--- src/rtl/timer_pkg.sv ---
// Shared constants for the cascadable timer.
// Assumes: both counter halves share one byte width.
package timer_pkg;
    parameter int unsigned BYTE_W = 8;
endpackage

--- src/rtl/tmr_step_gen.sv ---
// Count-step generator: produces a step strobe every clock (full rate) or
// every second clock (half rate). The phase register is cleared while full
// rate is selected, so the first half-rate step lands on the second clock.
// Assumes: synchronous active-low reset.
module tmr_step_gen (
    input  logic clk,
    input  logic rst_n,
    input  logic half_rate,
    output logic step
);
    logic phase_q;

    // Toggle the phase while in half-rate mode, park it at 0 otherwise.
    always_ff @(posedge clk) begin
        if (!rst_n)         phase_q <= 1'b0;
        else if (half_rate) phase_q <= ~phase_q;
        else                phase_q <= 1'b0;
    end

    // A step is issued on every clock at full rate, on odd phases at half rate.
    always_comb step = ~half_rate | phase_q;

    // two consecutive half-rate clocks never both step.
    a_r5_alternate: assert property (@(posedge clk) disable iff (!rst_n)
        (half_rate && step) |=> (!step || !half_rate));
    // full rate always steps.
    a_r4_full_rate: assert property (@(posedge clk) disable iff (!rst_n)
        !half_rate |-> step);
endmodule

--- src/rtl/tmr_byte_cnt.sv ---
// One counter byte with a synchronous load and an increment strobe.
// Load has priority over increment. Flags the all-ones value for carry.
// Assumes: caller never asserts ld and inc expecting both to apply.
module tmr_byte_cnt #(
    parameter int unsigned W = timer_pkg::BYTE_W
) (
    input  logic         clk,
    input  logic         rst_n,
    input  logic         ld,
    input  logic [W-1:0] ld_val,
    input  logic         inc,
    output logic [W-1:0] q,
    output logic         at_max
);
    localparam logic [W-1:0] ALL_ONES = {W{1'b1}};

    // Hold, load or increment the byte.
    always_ff @(posedge clk) begin
        if (!rst_n)   q <= '0;
        else if (ld)  q <= ld_val;
        else if (inc) q <= q + 1'b1;
    end

    // Carry-out condition for the next byte and the overflow detector.
    always_comb at_max = (q == ALL_ONES);

    // a load shows the loaded value after the edge.
    a_r2_load_value: assert property (@(posedge clk) disable iff (!rst_n)
        ld |=> q == $past(ld_val));
    // an increment without load advances by one, modulo 2^W.
    a_r4_increment: assert property (@(posedge clk) disable iff (!rst_n)
        (inc && !ld) |=> q == W'($past(q) + 1'b1));
endmodule

--- src/rtl/casc_timer.sv ---
// Cascadable 8/16-bit up timer. The low byte counts on every step that has
// no software write; the high byte counts on low-byte carry when enabled.
// The overflow pulse is registered so it coincides with the wrapped zero.
// Assumes: a write to either byte suppresses the count step in that cycle.
module casc_timer #(
    parameter int unsigned W = timer_pkg::BYTE_W
) (
    input  logic         clk,
    input  logic         rst_n,
    input  logic         hi_en,
    input  logic         half_rate,
    input  logic         wr_lo,
    input  logic         wr_hi,
    input  logic [W-1:0] wr_data,
    output logic [W-1:0] lo_q,
    output logic [W-1:0] hi_q,
    output logic         ovf
);
    localparam int unsigned NBYTES = 2;

    logic              step;
    logic              count_en;
    logic [NBYTES-1:0] ld_v;
    logic [NBYTES-1:0] inc_v;
    logic [NBYTES-1:0] max_v;
    logic [W-1:0]      q_v [NBYTES];
    logic              wrap_now;

    tmr_step_gen u_step (
        .clk       (clk),
        .rst_n     (rst_n),
        .half_rate (half_rate),
        .step      (step)
    );

    // A count step applies only when no byte is being written.
    always_comb count_en = step & ~wr_lo & ~wr_hi;

    // Per-byte load and increment strobes.
    always_comb begin
        ld_v[0]  = wr_lo;
        ld_v[1]  = wr_hi;
        inc_v[0] = count_en;
        inc_v[1] = count_en & hi_en & max_v[0];
    end

    for (genvar b = 0; b < NBYTES; b++) begin : g_byte
        tmr_byte_cnt #(.W(W)) u_cnt (
            .clk    (clk),
            .rst_n  (rst_n),
            .ld     (ld_v[b]),
            .ld_val (wr_data),
            .inc    (inc_v[b]),
            .q      (q_v[b]),
            .at_max (max_v[b])
        );
    end

    always_comb begin
        lo_q = q_v[0];
        hi_q = q_v[1];
    end

    // The active counter wraps on this step.
    always_comb wrap_now = count_en & max_v[0] & (~hi_en | max_v[1]);

    // Register the overflow pulse so it lines up with the zero value.
    always_ff @(posedge clk) begin
        if (!rst_n) ovf <= 1'b0;
        else        ovf <= wrap_now;
    end

    // reset clears both bytes and the pulse.
    a_r1_reset_clear: assert property (@(posedge clk)
        !rst_n |=> (lo_q == '0 && hi_q == '0 && !ovf));
    // the pulse never lasts two clocks.
    a_r8_single_pulse: assert property (@(posedge clk) disable iff (!rst_n)
        ovf |=> !ovf);
    // the pulse comes with the wrapped low byte.
    a_r8_with_zero: assert property (@(posedge clk) disable iff (!rst_n)
        ovf |-> lo_q == '0);
    // in 16-bit mode the high byte is zero with the pulse.
    a_r7_hi_wrapped: assert property (@(posedge clk) disable iff (!rst_n)
        (ovf && $past(hi_en)) |-> hi_q == '0);
    // a disabled high byte only changes by write.
    a_r6_hi_frozen: assert property (@(posedge clk) disable iff (!rst_n)
        (!hi_en && !wr_hi) |=> $stable(hi_q));
endmodule

--- config.mk ---
export PLATFORM = sky130hd
export DESIGN_NAME = casc_timer
export DESIGN_NICKNAME = d
export VERILOG_FILES = /design/src/rtl/timer_pkg.sv /design/src/rtl/tmr_step_gen.sv /design/src/rtl/tmr_byte_cnt.sv /design/src/rtl/casc_timer.sv
export SDC_FILE = /design/constraint.sdc
export NUM_CORES = 1
export LEC_CHECK = 0
export BUFFER_PORTS_ARGS = -buffer_cell sky130_fd_sc_hd__buf_2
export CAP_MARGIN = 20
export CORE_ASPECT_RATIO = 0.6
export CORE_MARGIN = 2
export CORE_UTILIZATION = 25
export CTS_CLUSTER_DIAMETER = 40
export DETAILED_ROUTE_END_ITERATION = 8
export HOLD_SLACK_MARGIN = 0.05
export SLEW_MARGIN = 10
export SYNTH_ARGS = -nofsm -noshare
export SYNTH_HDL_FRONTEND = slang
export SYNTH_SLANG_ARGS = --single-unit
--- constraint.sdc ---
create_clock -name clk -period 1.6 [get_ports clk]
set_input_delay 0.08 -clock clk [delete_from_list [all_inputs] [get_ports clk]]
set_output_delay 0.08 -clock clk [all_outputs]
set_load 0.05 [all_outputs]
==> results of run 1 <==
-- cell usage after synthesis (3+ instances only) --
| master | n | area share [%] |
|---|---|---|
| and3_1 | 6 | 3.9 |
| nand2_1 | 7 | 2.7 |
| xnor2_1 | 5 | 4.5 |
| a21oi_1 | 6 | 3.1 |
| o21ai_0 | 17 | 8.8 |
| nor2_1 | 5 | 1.9 |
| clkbuf_1 | 3 | 1.2 |
| nand3_1 | 3 | 1.6 |
| o31ai_1 | 3 | 2.3 |
| dfxtp_1 | 18 | 37 |
| a31oi_1 | 9 | 5.8 |
| inv_1 | 7 | 2.7 |
-- power groups by stage --
stage	clock, mW	sequential [mW]	combinational (mW)
after global routing	0.415	0.522	0.290
after detailed placement	0	0.525	0.263
after floorplan	0	0.623	0.0815
final	0.384	0.516	0.268
after CTS	0.391	0.515	0.267
after global placement	0	0.521	0.259
-- critical path: stages (launching register included) --
cell and delay [ns]:
dfxtp_4 0.38, ha_4 0.14, and2_4 0.16, nand4_4 0.12, or4_1 0.49, a31oi_1 0.15
-- metal layers --
layer	vias up	global-route usage [%]	share of wire (%)
met4	0	3.23	0.59
li1	522	-	-
met2	36	18.9	40
met1	476	20.5	51
met3	4	5.40	9.1
met5	-	0	0
-- worst paths after layout --
kind,from,to,depth (start not counted)
worst max-delay path,g_byte[0].u_cnt.q[0]$_SDFFE_PN0P_,g_byte[1].u_cnt.q[6]$_SDFFE_PN0P_,5
worst min-delay path,wr_data[1],g_byte[0].u_cnt.q[1]$_SDFFE_PN0P_,3
worst max register to register,g_byte[0].u_cnt.q[0]$_SDFFE_PN0P_,g_byte[1].u_cnt.q[6]$_SDFFE_PN0P_,5
worst min register to register,g_byte[1].u_cnt.q[1]$_SDFFE_PN0P_,g_byte[1].u_cnt.q[1]$_SDFFE_PN0P_,2
-- layout make-up --
cell class	count	area [µm²]	area share [%]
flip-flops and latches	18	382	28.9
multi-input cells	88	581	43.9
well taps	47	58.8	4.45
clock buffers	4	55.1	4.16
repair buffers	39	220	16.7
inverters	7	26.3	1.99
-- timing repair --
| item | CTS | global route |
|---|---|---|
| setup endpoints to repair | 2 | 3 |
| buffers inserted | 0 | 5 |
| gates resized for setup | 1 | 2 |
| pin swaps | 0 | 2 |
| hold endpoints to repair | 1 | 0 |
| hold buffers | 1 | 0 |
-- cell families after synthesis --
kind of cell | count (synthesis) | synth area share [%]
compound gates | 41 | 25.3
fa+ha+maj | 2 | 2.60
flops | 18 | 37.4
buf+inv | 10 | 3.90
simple gates | 38 | 24.3
xor+xnor | 6 | 5.45
mux | 1 | 1.04
-- layout by cell type, fill, tap and decap left out, types with 2 or more instances in the layout --
master	n
buf_2	30
o21ai_0	17
dfxtp_2	11
a31oi_1	9
buf_4	8
inv_1	7
nand2_1	7
and3_1	6
a21oi_1	6
nor2_1	5
xnor2_1	5
dfxtp_1	5
clkbuf_8	4
o31ai_1	3
nand3_1	3
or4_1	2
nand4_1	2
a31o_2	2
or3_1	2
nor4b_1	2
dfxtp_4	2
-- sequential cells by signal, indices dropped and copies added, names as in the netlist --
signal and flops:
g_byte.u_cnt.q 16, u_step.phase_q 1, ovf 1
-- metrics by stage --
step	hold WS, ns	worst slack [ns]	total power, mW	utilization (%)	instance area (µm²)
6_report	0.113	0.0874	1.17	35.9	1320
5_1_grt	0.102	0.00674	1.23	35.9	1320
4_1_cts	0.108	0.0188	1.17	34.6	1270
3_5_place_dp	0.314	0.00462	0.789	32.7	1200
3_3_place_gp	0.303	0.0761	0.781	32.7	1200
2_1_floorplan	0.176	0.0163	0.704	-	985
==> impl_summary.txt, run 1 <==
----------------------------------------------------
[Power and ir drop]
  Fraction of power consumed by sequential logic ... 44.2%
  Comb pwr share ... 23.0%
  Power density of the placed cells ... 884 nW/µm²
  Switching portion of total power ... 33.1%
  Internal power of the cells ... 783 µW
  Switching power of the nets ... 387 µW
  Clock power share ... 32.9%
  Leakage power figure ... 0.558 nW
  Largest voltage drop on the vdd net ... 415 µV

[Global route]
  Overflow after GRT ... 0
  Global-route wire length before repair ... 4660 µm
  Gr usage total ... 14.0%
  Number of global-route vias before repair ... 913
  Maximum number of pins on one net before global-route repair ... 17
  Number of antenna violations at the first check in global routing ... 0

[Detailed routing]
  Average wire per cell in the routed design ... 14.2 µm
  Violation count after the first detailed-routing iteration ... 31
  Final wirelength ... 2880 µm
  Router iterations before antenna repair ... 4
  Vias per inst ... 5.11
  Total number of vias ... 1038
  DRC violations left ... 0
  Remaining antenna violation count ... 0

[Worst setup path]
  Crit start category ... flip-flop
  Type of the worst setup path ... flip-flop to flip-flop
  CP arrival ... 1.71 ns
  Required arrival time at the worst endpoint ... 1.80 ns
  Kind of capture point of the worst setup path ... flip-flop
  Critical path peak fanout ... 6
  Setup slack of the worst register-to-register path ... 0.09 ns

[Yosys]
  Gate count after technology mapping ... 116
  Post-synth EDFFs ... 0
  Post-synthesis instance area ... 963 µm²
  Number of nets in the synthesized netlist ... 132
  Synth async-reset ratio ... 0%
  Synth cell types ... 33
  Mean Syn Cell Area ... 8.31 µm²
  Synth warnings ... 0
  Most used flip-flop cell after synthesis ... dfxtp_1
  Sequential-to-total area share from yosys stat ... 37.4%
  Register bit count reported by yosys ... 18

[Floorplan]
  Placement row count ... 17
  Total Die Area ... 4380 µm²
  Floorplan Core Area ... 3680 µm²
  Number of primary I/O pins ... 31
  Width of the die ... 84.1 µm
  Die boundary height ... 52.1 µm
  Starting density of the core ... 26.2%

[Job]
  Count of maximum capacitance violations ... 0

[Final layout]
  Post-synthesis to final-layout area growth ... 37.3%
  Final cell count without fillers ... 203
  Number of filler cells placed in the layout ... 399
  Number of antenna repair diodes ... 0
  Net count of the finished layout ... 173
  Share of cells above drive strength 1 ... 38.5%

[CTS]
  Clock input transition at the sequential cells of the worst setup and hold paths ... 0.07 ns
  Total number of H-tree levels ... 1
  Number of clock sinks seen by CTS ... 18
  TritonCTS Buffers ... 3
  Root buffer selected by CTS ... clkbuf_8
  TritonCTS clock tree ... done
  Worst-skew pair later-pin latency ... 0.26 ns
  Maximum number of buffers from clock root to sink ... 2

[Placed design]
  PortBufs ... 30
  Placed Cells incl. Taps ... 193
  Placer's final routability congestion estimate ... 0.820
  Detailed-placement wirelength estimate ... 2280 µm

[Timing]
  Total Negative Setup Slacks ... 0 ns
  Worst rel slew slack ... 73.9%
  Final setup viols ... 0
  Final count of hold timing violations ... 0
  Unrepaired setup endpoints after global routing ... no
  Max frequency ... 0.661 GHz
  Worst clock skew on the final layout ... 0.00464 ns
  Post-route fraction of the period consumed by the critical path ... 94.5%
  Max-slew violation total from the final report ... 0
  Transition time of the tightest slew-check pin ... 0.385 ns
  Period minus WS final ... 1.51 ns

[Worst hold path]
  Hold/Removal Path Class ... input pin to flip-flop

[Run status]
  Status ... complete, no violations

----------------------------------------------------
Power figures use the tool's default switching activity.
==> run 2, diff against run 1 <==
--- a/config.mk
+++ b/config.mk
@@ -9,10 +9,11 @@
 export CAP_MARGIN = 20
 export CORE_ASPECT_RATIO = 0.6
 export CORE_MARGIN = 2
-export CORE_UTILIZATION = 25
+export CORE_UTILIZATION = 44
 export CTS_CLUSTER_DIAMETER = 40
 export DETAILED_ROUTE_END_ITERATION = 8
 export HOLD_SLACK_MARGIN = 0.05
+export PLACE_DENSITY = 0.73
 export SLEW_MARGIN = 10
 export SYNTH_ARGS = -nofsm -noshare
 export SYNTH_HDL_FRONTEND = slang
==> impl_summary.txt, run 2 (synthesis results as in run 1) <==
----------------------------------------------------
[Run status]
  Status ... complete, no violations

[Detailed routing]
  Violation count after the first detailed-routing iteration ... 67
  Remaining antenna violation count ... 0
  Vias per inst ... 5.78
  Average wire per cell in the routed design ... 14.4 µm
  Total number of vias ... 1046
  Final wirelength ... 2600 µm
  DRC violations left ... 0
  Router iterations before antenna repair ... 4

[Worst setup path]
  Setup slack of the worst register-to-register path ... 0.03 ns
  Cells along the critical path ... ha_4 > and2_4 > nand4_4 > or4_4 > a31oi_4
  Required arrival time at the worst endpoint ... 1.85 ns
  Type of the worst setup path ... flip-flop to flip-flop
  Slowest stage delay, CP ... 0.52 ns
  Crit start category ... flip-flop
  Kind of capture point of the worst setup path ... flip-flop
  Critical path peak fanout ... 6
  CP arrival ... 1.82 ns
  Slowest CP cell ... or4_4

[Power and ir drop]
  Leakage power figure ... 0.524 nW
  Power density of the placed cells ... 817 nW/µm²
  Comb pwr share ... 25.8%
  Internal power of the cells ... 658 µW
  Largest voltage drop on the vdd net ... 381 µV
  Clock power share ... 23.9%
  Switching power of the nets ... 369 µW
  Fraction of power consumed by sequential logic ... 50.2%
  Switching portion of total power ... 35.9%

[Global route]
  Number of global-route vias before repair ... 902
  Number of antenna violations at the first check in global routing ... 0
  Gr usage total ... 21.5%
  Global-route wire length before repair ... 4040 µm
  Overflow after GRT ... 0
  Maximum number of pins on one net before global-route repair ... 17

[Timing]
  Final setup viols ... 0
  Worst clock skew on the final layout ... 0.0158 ns
  Unrepaired setup endpoints after global routing ... yes
  Total Negative Setup Slacks ... 0 ns
  Worst rel slew slack ... 67.5%
  Post-route fraction of the period consumed by the critical path ... 98.3%
  Final count of hold timing violations ... 0
  Transition time of the tightest slew-check pin ... 0.486 ns
  Max frequency ... 0.636 GHz
  Period minus WS final ... 1.57 ns
  Max-slew violation total from the final report ... 0
  Setup slack after layout ... 0.0278 ns

[Floorplan]
  Width of the die ... 64.4 µm
  Floorplan Core Area ... 2110 µm²
  Placement row count ... 13
  Starting density of the core ... 45.6%
  Number of primary I/O pins ... 31
  Total Die Area ... 2590 µm²
  Die boundary height ... 40.2 µm

[CTS]
  TritonCTS Buffers ... 3
  Number of clock sinks seen by CTS ... 18
  Worst-skew pair later-pin latency ... 0.31 ns
  Clock input transition at the sequential cells of the worst setup and hold paths ... 0.11 ns
  Total number of H-tree levels ... 1
  Maximum number of buffers from clock root to sink ... 2
  Root buffer selected by CTS ... clkbuf_4
  TritonCTS clock tree ... done

[Final layout]
  Share of cells above drive strength 1 ... 37.7%
  Number of antenna repair diodes ... 0
  Max reg flops ... 16
  Net count of the finished layout ... 168
  Register with the most flip-flops ... g_byte.u_cnt.q
  Post-synthesis to final-layout area growth ... 30.5%
  Commonest non-fill, non-tap cell in the layout ... buf_2
  Commonest non-fill, non-tap cells in the layout ... buf_2, o21ai_0, dfxtp_2
  Number of filler cells placed in the layout ... 192
  Registers with the most flip-flops ... g_byte.u_cnt.q: 16 flops, ovf: 1 flops, u_step.phase_q: 1 flops

[Job]
  Count of maximum capacitance violations ... 0

[Placed design]
  PortBufs ... 30
  Detailed-placement wirelength estimate ... 1940 µm
  Placer's final routability congestion estimate ... 0.831
  Worst slack at placement ... 0.0384 ns

[Worst hold path]
  Hold/Removal Path Class ... input pin to flip-flop

----------------------------------------------------
run 2: cell types whose count changed in the layout (fill, tap and decap cells not counted):
cell	before	now
and4b_2	0	1
clkbuf_8	4	0
dfxtp_4	2	3
clkbuf_1	0	1
or4_4	0	1
and4b_1	1	0
dfxtp_2	11	10
or4_1	2	1
clkbuf_4	0	3
a31oi_1	9	8
buf_4	8	3
a31oi_4	0	1
run 2: worst paths after layout:
path,to,cells past startpoint,from
hold reg to reg,g_byte[1].u_cnt.q[4]$_SDFFE_PN0P_,2,g_byte[1].u_cnt.q[4]$_SDFFE_PN0P_
setup reg to reg,g_byte[1].u_cnt.q[6]$_SDFFE_PN0P_,5,g_byte[0].u_cnt.q[0]$_SDFFE_PN0P_
hold / removal,g_byte[0].u_cnt.q[0]$_SDFFE_PN0P_,3,wr_data[0]
setup / recovery,g_byte[1].u_cnt.q[6]$_SDFFE_PN0P_,5,g_byte[0].u_cnt.q[0]$_SDFFE_PN0P_
run 2: layout make-up:
class | count | area (µm²) | area share [%]
multi-input combinational | 88 | 601 | 47.8
sequential | 18 | 384 | 30.5
timing repair buffer | 34 | 183 | 14.5
tap | 30 | 37.5 | 2.99
clock buffer | 4 | 26.3 | 2.09
inverter | 7 | 26.3 | 2.09
run 2: repair_timing:
| item | 4_1_cts | 5_1_grt |
|---|---|---|
| pin swaps | 0 | 3 |
| hold endpoints to repair | 1 | 0 |
| setup buffers | 0 | 2 |
| hold buffers | 1 | 0 |
| gates resized for setup | 1 | 6 |
| endpoints found under the setup margin | 1 | 2 |
run 2: power groups by stage:
stage / Sequential (mW) / Combinational, mW / Clock, mW
4_1_cts: 0.515 / 0.258 / 0.245
6_report: 0.516 / 0.265 / 0.246
3_5_place_dp: 0.525 / 0.254 / 0
5_1_grt: 0.522 / 0.284 / 0.270
3_3_place_gp: 0.522 / 0.251 / 0
2_1_floorplan: 0.623 / 0.0815 / 0
run 2: critical path, delay by kind of cell, from the launching register on:
family | cells | cell delay [ns]
adder cells (fa/ha/maj) | 1 | 0.14
AND/OR/NAND/NOR | 3 | 0.79
flip-flops | 1 | 0.39
AO/OA/AOI/OAI | 1 | 0.18
run 2: routing by layer:
layer | GRT usage [%] | wire length [µm] | part of all wire, %
met2 | 34.9 | 1130 | 44
met3 | 6.74 | 196 | 7.5
met1 | 28.2 | 1260 | 48
met4 | 5.85 | 13 | 0.50
met5 | 0 | 0 | 0
run 2: stage by stage:
step	hold slack (ns)	cells	total power [mW]	util, %	area [µm²]
2_1_floorplan	0.176	116	0.704	-	985
3_3_place_gp	0.304	174	0.772	55.3	1170
3_5_place_dp	0.300	174	0.779	55.3	1170
4_1_cts	0.0584	179	1.02	57.1	1210
5_1_grt	0.0701	181	1.08	59.5	1260
6_report	0.0557	181	1.03	59.5	1260
==> run 3, diff against run 2 <==
--- a/config.mk
+++ b/config.mk
@@ -13,7 +13,7 @@
 export CTS_CLUSTER_DIAMETER = 40
 export DETAILED_ROUTE_END_ITERATION = 8
 export HOLD_SLACK_MARGIN = 0.05
-export PLACE_DENSITY = 0.73
+export PLACE_DENSITY = 0.82
 export SLEW_MARGIN = 10
 export SYNTH_ARGS = -nofsm -noshare
 export SYNTH_HDL_FRONTEND = slang
==> impl_summary.txt, run 3 (synthesis results as in run 1) <==
----------------------------------------------------
[Run status]
  Status ... complete, no violations

[CTS]
  TritonCTS Buffers ... 3
  Worst-skew pair later-pin latency ... 0.30 ns
  Number of clock sinks seen by CTS ... 18
  Maximum number of buffers from clock root to sink ... 2
  Root buffer selected by CTS ... clkbuf_4
  TritonCTS clock tree ... done
  Total number of H-tree levels ... 1
  Clock input transition at the sequential cells of the worst setup and hold paths ... 0.11 ns

[Timing]
  Worst clock skew on the final layout ... 0.00860 ns
  Post-route fraction of the period consumed by the critical path ... 96.2%
  Max-slew violation total from the final report ... 0
  Max frequency ... 0.650 GHz
  Final setup viols ... 0
  Setup slack after layout ... 0.0613 ns
  Final count of hold timing violations ... 0
  Transition time of the tightest slew-check pin ... 0.411 ns
  Period minus WS final ... 1.54 ns
  Worst rel slew slack ... 72.6%

[Placed design]
  Worst slack at placement ... -0.0221 ns
  Placer's final routability congestion estimate ... 0.797
  Detailed-placement wirelength estimate ... 2000 µm
  PortBufs ... 30

[Worst setup path]
  Required arrival time at the worst endpoint ... 1.78 ns
  Source of the critical timing path ... wr_lo
  Startpoint of the most critical register-to-register path ... g_byte[0].u_cnt.q[3]$_SDFFE_PN0P_
  Type of the worst setup path ... input pin to flip-flop
  CP arrival ... 1.71 ns
  Kind of capture point of the worst setup path ... flip-flop
  Crit start category ... input pin
  Critical path peak fanout ... 5

[Floorplan]
  Placement row count ... 13
  Width of the die ... 64.4 µm
  Starting density of the core ... 45.6%
  Die boundary height ... 40.2 µm
  Floorplan Core Area ... 2110 µm²
  Total Die Area ... 2590 µm²
  Number of primary I/O pins ... 31

[Power and ir drop]
  Largest voltage drop on the vdd net ... 419 µV
  Leakage power figure ... 0.544 nW
  Power density of the placed cells ... 821 nW/µm²

[Detailed routing]
  Final wirelength ... 2700 µm
  Router iterations before antenna repair ... 4
  Vias per inst ... 5.81
  Average wire per cell in the routed design ... 14.7 µm
  Remaining antenna violation count ... 0
  DRC violations left ... 0
  Total number of vias ... 1063
  Violation count after the first detailed-routing iteration ... 63

[Final layout]
  Commonest non-fill, non-tap cells in the layout ... buf_2, o21ai_0, dfxtp_2
  Register with the most flip-flops ... g_byte.u_cnt.q
  Number of antenna repair diodes ... 0
  Max reg flops ... 16
  Registers with the most flip-flops ... g_byte.u_cnt.q: 16 flops, ovf: 1 flops, u_step.phase_q: 1 flops
  Number of filler cells placed in the layout ... 199
  Post-synthesis to final-layout area growth ... 30.6%
  Share of cells above drive strength 1 ... 36.6%
  Commonest non-fill, non-tap cell in the layout ... buf_2
  Net count of the finished layout ... 170
  Finished Core Util ... 59.5%

[Job]
  Count of maximum capacitance violations ... 0

[Global route]
  Overflow after GRT ... 0
  Maximum number of pins on one net before global-route repair ... 17
  Number of antenna violations at the first check in global routing ... 0
  Gr usage total ... 20.8%
  Number of global-route vias before repair ... 871
  Global-route wire length before repair ... 3890 µm

[Worst hold path]
  Origin of the worst min-delay path ... wr_data[4]
  Hold/Removal Path Class ... input pin to flip-flop

----------------------------------------------------
## run 3: cell count changes in the layout (fill, tap and decap cells not counted), sizes merged
cell,previous run,this run
clkinv,0,1
nand4,3,4
dlygate4sd3,1,2
clkbuf,4,3
## run 3: per-stage QoR
step,instances,setup TNS (ns),total power [mW],cell area [µm²],hold slack [ns]
2_1_floorplan,116,0,0.704,985,0.176
5_1_grt,183,-0.0309,1.09,1260,0.0593
3_3_place_gp,174,0,0.772,1170,0.304
3_5_place_dp,174,-0.0323,0.781,1170,0.311
4_1_cts,179,0,1.02,1210,0.0530
6_report,183,0,1.03,1260,0.0694
## run 3: final timing paths
kind | slack, ns | end | depth (start not counted)
setup / recovery | 0.06 | g_byte[1].u_cnt.q[5]$_SDFFE_PN0P_ | 7
hold / removal | 0.07 | g_byte[0].u_cnt.q[4]$_SDFFE_PN0P_ | 3
setup reg to reg | 0.07 | g_byte[1].u_cnt.q[6]$_SDFFE_PN0P_ | 4
hold reg to reg | 0.52 | g_byte[1].u_cnt.q[1]$_SDFFE_PN0P_ | 2
## run 3: report_power, final
part	internal [mW]	switching, mW	total [mW]
sequential	0.483	0.0336	0.517
combinational	0.0812	0.187	0.269
clock	0.0910	0.157	0.248
## run 3: area by class of cell
type | instances | area (µm²) | share of cell area (%)
well taps | 30 | 37.5 | 2.98
repair buffers | 35 | 193 | 15.3
flip-flops and latches | 18 | 382 | 30.3
inverters | 7 | 26.3 | 2.09
clock buffers | 3 | 22.5 | 1.79
clock inverters | 1 | 3.75 | 0.298
multi-input cells | 89 | 594 | 47.2
## run 3: repair_timing
item                       4_1_cts  5_1_grt
gates cloned                     0        1
setup endpoints to repair        2        2
hold buffers                     1        1
pin swaps                        0        1
gates resized for setup          1        3
hold endpoints to repair         1        1
buffers inserted                 0        2
## run 3: routing by layer
metal	up-vias	routed length, µm	track usage (%)
li1	516	-	-
met1	502	1240	25.2
met2	41	1200	36.5
met3	4	224	7.30
met4	0	25	5.85
met5	-	0	0
## run 3: critical path, cell delays in order
cell and delay, ns:
dlygate4sd3_1 0.53, buf_2 0.14, and3b_2 0.29, buf_4 0.13, and4_1 0.30, a31o_2 0.18
a31oi_1 0.07
